$ cat src/rtl/oscGatePkg.sv
package oscGatePkg;
  localparam int DIV_CODE_W = 3;

  typedef struct packed {
    logic                  run;
    logic [DIV_CODE_W-1:0] ratioCode;
  } gateStrobe_t;
endpackage

$ cat src/rtl/oscGateCtrl.sv
module oscGateCtrl
  import oscGatePkg::*;
#(
  parameter int CODE_W = DIV_CODE_W
) (
  input  logic              clk,
  input  logic              rstN,
  input  logic              enIn,
  input  logic              codeValid,
  input  logic [CODE_W-1:0] divCode,
  output gateStrobe_t       strobe,
  output logic              ready
);
  logic              readyQ;
  logic [CODE_W-1:0] codeQ;
  logic              syncA;
  logic              syncB;
  logic              clrN;

  assign clrN = rstN & enIn;

  always_ff @(posedge clk or negedge rstN) begin
    if (!rstN) begin
      readyQ <= 1'b0;
      codeQ  <= '0;
    end else if (!readyQ && codeValid) begin
      readyQ <= 1'b1;
      codeQ  <= divCode;
    end
  end

  always_ff @(posedge clk or negedge clrN) begin
    if (!clrN) begin
      syncA <= 1'b0;
      syncB <= 1'b0;
    end else begin
      syncA <= readyQ;
      syncB <= syncA;
    end
  end

  assign ready           = readyQ;
  assign strobe.run      = syncB;
  assign strobe.ratioCode = codeQ;

  // run only starts after the enable was seen on the previous edge too
  assert_run_after_two_R5: assert property (@(posedge clk) disable iff (!rstN)
    $rose(strobe.run) |-> (enIn && $past(enIn) && readyQ));

  // captured code never moves once ready
  assert_code_held_R2: assert property (@(posedge clk) disable iff (!rstN)
    ($past(readyQ) && readyQ) |-> $stable(codeQ));
endmodule

$ cat src/rtl/oscGateDatapath.sv
module oscGateDatapath
  import oscGatePkg::*;
#(
  parameter int CODE_W = DIV_CODE_W
) (
  input  logic        clk,
  input  logic        rstN,
  input  gateStrobe_t strobe,
  output logic        phaseOut
);
  localparam int CNT_W = (1 << CODE_W) - 1;

  logic [CNT_W-1:0] cnt;
  logic [CNT_W-1:0] cntMask;
  logic [CNT_W-1:0] shifted;
  logic             halfHigh;

  assign cntMask  = ~({CNT_W{1'b1}} << strobe.ratioCode);
  assign shifted  = cnt >> (strobe.ratioCode - 1'b1);
  assign halfHigh = (strobe.ratioCode == '0) ? clk : ~shifted[0];

  always_ff @(posedge clk or negedge rstN) begin
    if (!rstN) begin
      cnt <= '0;
    end else if (!strobe.run) begin
      cnt <= '0;
    end else begin
      cnt <= (cnt + 1'b1) & cntMask;
    end
  end

  assign phaseOut = strobe.run & halfHigh;

  // divider starts from zero, i.e. at the head of a high phase
  assert_first_pulse_R6: assert property (@(posedge clk) disable iff (!rstN)
    $rose(strobe.run) |-> (cnt == '0));

  // counter stays inside the selected ratio
  assert_no_overflow_R3: assert property (@(posedge clk) disable iff (!rstN)
    ((cnt & ~cntMask) == '0));
endmodule

$ cat src/rtl/oscOutGate.sv
module oscOutGate
  import oscGatePkg::*;
#(
  parameter int CODE_W = DIV_CODE_W
) (
  input  logic              clk,
  input  logic              rstN,
  input  logic              enIn,
  input  logic              hiZSel,
  input  logic              codeValid,
  input  logic [CODE_W-1:0] divCode,
  output logic              outLevel,
  output logic              outDrive
);
  gateStrobe_t strobe;
  logic        ready;
  logic        phaseOut;

  oscGateCtrl #(.CODE_W(CODE_W)) uCtrl (
    .clk(clk), .rstN(rstN), .enIn(enIn), .codeValid(codeValid),
    .divCode(divCode), .strobe(strobe), .ready(ready)
  );

  oscGateDatapath #(.CODE_W(CODE_W)) uData (
    .clk(clk), .rstN(rstN), .strobe(strobe), .phaseOut(phaseOut)
  );

  assign outLevel = enIn & phaseOut;
  assign outDrive = (enIn & ready) | ~hiZSel;

  assert_disable_low_R7: assert property (@(posedge clk) disable iff (!rstN)
    !enIn |-> !outLevel);

  assert_hiz_off_R8: assert property (@(posedge clk) disable iff (!rstN)
    (!enIn && hiZSel) |-> !outDrive);

  assert_wait_valid_R2: assert property (@(posedge clk) disable iff (!rstN)
    !ready |-> !outLevel);

  assert_drive_on_R9: assert property (@(posedge clk) disable iff (!rstN)
    (enIn && ready) |-> outDrive);
endmodule

$ cat config.mk
export PLATFORM = sky130hd
export DESIGN_NAME = oscOutGate
export DESIGN_NICKNAME = d
export VERILOG_FILES = /design/src/rtl/oscGatePkg.sv /design/src/rtl/oscGateCtrl.sv /design/src/rtl/oscGateDatapath.sv /design/src/rtl/oscOutGate.sv
export SDC_FILE = /design/constraint.sdc
export NUM_CORES = 1
export LEC_CHECK = 0
export ABC_AREA = 0
export BUFFER_PORTS_ARGS = -buffer_cell sky130_fd_sc_hd__buf_4
export CELL_PAD_IN_SITES_DETAIL_PLACEMENT = 0
export CELL_PAD_IN_SITES_GLOBAL_PLACEMENT = 1
export CORE_MARGIN = 1
export CORE_UTILIZATION = 44
export CTS_BUF_LIST = sky130_fd_sc_hd__clkbuf_4
export DETAILED_ROUTE_END_ITERATION = 10
export PLACE_DENSITY = 0.84
export SYNTH_ARGS = -nofsm -noshare
export SYNTH_HDL_FRONTEND = slang
export SYNTH_SLANG_ARGS = --single-unit
export TNS_END_PERCENT = 100
$ cat constraint.sdc
create_clock -name clk -period 2.4 [get_ports clk]
set_input_delay 0.36 -clock clk [delete_from_list [all_inputs] [get_ports clk]]
set_output_delay 0.36 -clock clk [all_outputs]
set_load 0.02 [all_outputs]
Word-level counts from Yosys, hierarchy flattened
Index checks and enable logic that the tools add are counted.
{ "totals": {"reg_bits": 13, "output_inout_bits": 2, "wordCells": 23} }
{ "classes": {"addsub": 2, "shift": 2, "muxes": 2, "n_bitwise": 9, "n_reduce_logical": 3} }
{ "op_table": {"columns": ["cell", "n"], "rows": [
  ["$add A7 B1 Y7 const B", 1],
  ["$and A7 B7 Y7", 1],
  ["$mux W7", 1],
  ["$not A7 Y7", 1],
  ["$shl A7 B3 Y7 const A", 1],
  ["$shr A7 B3 Y1", 1],
  ["$and A1 B1 Y1", 4],
  ["$logic_not A3 Y1", 1],
  ["$sub A3 B1 Y3 const B", 1],
  ["$not A1 Y1", 2],
  ["$logic_and A1 B1 Y1", 1],
  ["$logic_not A1 Y1", 1],
  ["$mux W1", 1],
  ["$or A1 B1 Y1", 1]
]} }

Depth between registers and ports, before layout
{ "depth": {"ltp_word": 6, "depth_mapped": 5} }

Modules after synthesis
A second synthesis with hierarchy kept.
{ "hier_totals": {"cells_unflattened": 58, "hier_area_um2": 690.7} }
{ "modules_own_cells": {"columns": ["mod", "n_inst", "cells_each", "area_each_um2", "seq_area_each_um2"], "rows": [
  ["oscGateDatapath", 1, 43, 445.4, 175.2],
  ["oscGateCtrl", 1, 13, 229.0, 150.1],
  ["oscOutGate", 1, 2, 16.3, 0.0]
]} }

==> metrics.yaml <==
status: "complete, but fails checks"
violations: "setup timing"
fmax_mhz: 401
yosysSeqAreaShare_pct: 49.6
comb_power_share_pct: 24.8
pin_count: 10
numPortBuffers: 9
p_int_w: 0.000487
cp.arrival_ps: 2130
synthDominantCellAreaShare_pct: 49.6
critPathLaunchType: "register"
drt-initial-drc-count: 30
dp_hpwl_um: 926
synthDistinctLibCells: 27
required_ps: 2040
crit_fanout: 3
drt_first_pass_iters: 4
grt_start_max_net_pins: 13
grt_util_all_layers_pct: 23.2
via_per_inst: 5.71
fin_crit_sh_pct: 104
synth_top_family_by_area: "simple AND/OR/NAND/NOR gates"
drc_errors: 0
rows: 13
powerDensity_nw_per_um2: 795
cp_top_family: "multiplexers"
reg2reg_to: "uData.cnt[6]"
cpPeakStageDelay_ps: 500
synth_xor_area_share_pct: 5.34
min_from: "codeValid"
die_area_um2: 1650
relSlewSlack_pct: 73.8
synth_fa_ha_area_share_pct: 7.63
core_um2: 1350
grt_pass1_wl_um: 2320
worst_pin_slew_ps: 391
start_util_pct: 48.6
nets: 96
layout_common_cells: "buf_4, dfrtp_1, nand2_1, clkbuf_4"
synth.mux.area_fraction_pct: 6.87
crit_chain: "inv_2 -> ha_4 -> mux4_2 -> nand2b_4 -> a31oi_1 -> buf_4"
clk_pin_slew_ps: 70
drive_above_1_share_pct: 33.7
hold_slack_ps: 175
p_leak_nw: 0.396
clock_power_share_pct: 34.0
r2r_start: "uData.cnt[0]"
worst_slack_ps: -92.6
stdcell_count: 98
wl_per_cell_um: 14.6
fillers: 118
synth_nets: 72
layout_commonest_cell: "buf_4"
post-route-util_pct: 64.6
synth_simple_gate_area_share_pct: 18.5
synth_compound_area_share_pct: 10.9
grt_pass1_vias: 551
hold_class: "in2reg"
hold_violations: 0
maxSlewViolCount: 0
rsz0062_at_grt: "yes"
regArea_um2: 325
cap_viol_max_count: 0
ir_drop_mv: 0.479
synth-seq-cells: 13
placed_cells_incl_taps: 84
slowest_stage: "mux4_2"
yosys_warnings: 0
die_h_um: 40.6
synth_area_um2: 656
antenna_found_initial: 0
die-width_um: 40.6
setup_viol: 1
ant_nets: 0
num_vias: 560
insertion_delay_ps: 380
synthCells: 60
routed_wl_um: 1430
place_ws_ps: 206
ff2ff_setup_slack_ps: 1070
seqPwrFrac_pct: 41.2
holdPathStages: 2
area_growth_pct: 33.0
multi_input_area_um2: 343
whs_endpoint: "uCtrl.ready"
gp_congestion: 0.804
crit_type: "reg2out"
cts_tree: "built"
min_period_ps: 2490
synthTopCellsByArea: "dfrtp_1, ha_1, nand2_1, mux4_2, nand3_1"
overflow: 0
p_sw_share_pct: 29.7
cp-end-kind: "output port"
synth_top_area_cell: "dfrtp_1"
reg2reg_depth: 4
fin_skew_ps: 7.92
power_switching_w: 0.000206
path_buf_inv: 2
diodes: 0
avgSynthCellArea_um2: 10.9
-- per-layer routing --
metal | track usage [%] | share of wire (%) | vias up
met4 | 19.2 | 2.1 | 0
met5 | 0 | 0 | -
li1 | - | - | 261
met3 | 11.1 | 7.0 | 6
met2 | 31.0 | 47 | 29
met1 | 27.6 | 44 | 264
-- cell type report --
cell class | instances | share of cell area (%)
multi-input combinational | 45 | 39.3
sequential | 13 | 37.3
timing repair buffer | 15 | 13.5
clock buffer | 8 | 6.89
tap | 15 | 2.15
inverter | 2 | 0.861
-- worst reg2reg max path, stage by stage, from the launching register on --
cell and delay (ps):
dfrtp_1 440, ha_1 260, nand2_1 90, or3_1 320, a21oi_1 160
-- Yosys cell counts --
library cell	number
dfrtp_1	13
nand2_1	7
ha_1	4
nand3_1	4
o21ai_0	4
inv_1	2
nand2b_1	2
nor2_1	2
or3_1	2
xnor2_1	2
xor2_1	2
a211oi_1	1
a21oi_1	1
a221o_1	1
a31oi_1	1
and2_1	1
and2b_4	1
and3b_1	1
mux2_1	1
mux2_2	1
mux4_2	1
nor2b_1	1
nor3_1	1
o211a_1	1
o211ai_1	1
o21ai_1	1
or2_1	1
-- logic make-up after synthesis --
| logic type | count (synthesis) |
|---|---|
| adders and majority gates | 4 |
| DFF | 13 |
| AOI/OAI and AO/OA | 11 |
| muxes | 3 |
| xor gates and xnor gates | 4 |
| and+or+nand+nor | 23 |
| buffers and inverters | 2 |
-- worst max-delay path by stage --
stage | start | end | cells after the start
final | uCtrl.codeQ[1] | outLevel | 6
after detailed placement | uCtrl.codeQ[0] | outLevel | 6
after global placement | uCtrl.codeQ[0] | outLevel | 6
after CTS | uCtrl.codeQ[1] | outLevel | 6
after global routing | uCtrl.codeQ[1] | outLevel | 6
after floorplan | uCtrl.codeQ[0] | outLevel | 5
-- state kept, by name, summed over array words and instances, names as in the netlist --
name and count:
uCtrl.ready 1, uCtrl.syncB 1, uCtrl.syncA 1, uData.cnt 7, uCtrl.codeQ 3
-- power by group through the flow --
stage               sequential [W]   clock, W  combinational [W]
finish                    0.000286   0.000235           0.000172
global route              0.000290   0.000262           0.000191
detailed placement        0.000290  0.0000184           0.000126
floorplan                 0.000276  0.0000115          0.0000966
CTS                       0.000284   0.000244           0.000150
global placement          0.000289  0.0000184           0.000123
-- per-stage QoR --
| step | power [W] | instance area [um2] | TNS (ps) |
|---|---|---|---|
| after CTS | 0.000677 | 850 | -50.1 |
| after global placement | 0.000430 | 742 | 0 |
| final | 0.000693 | 872 | -92.6 |
| after global routing | 0.000743 | 872 | -169 |
| after detailed placement | 0.000435 | 742 | 0 |
| after floorplan | 0.000384 | 656 | 0 |
-- what timing repair did --
item	in CTS	in global routing
endpoints found under the hold margin	13	0
setup buffers	3	2
gates resized for setup	3	1
setup endpoints to repair	1	1
hold buffers	2	0
pin swaps	2	2
(Power assumes the default switching activity.)
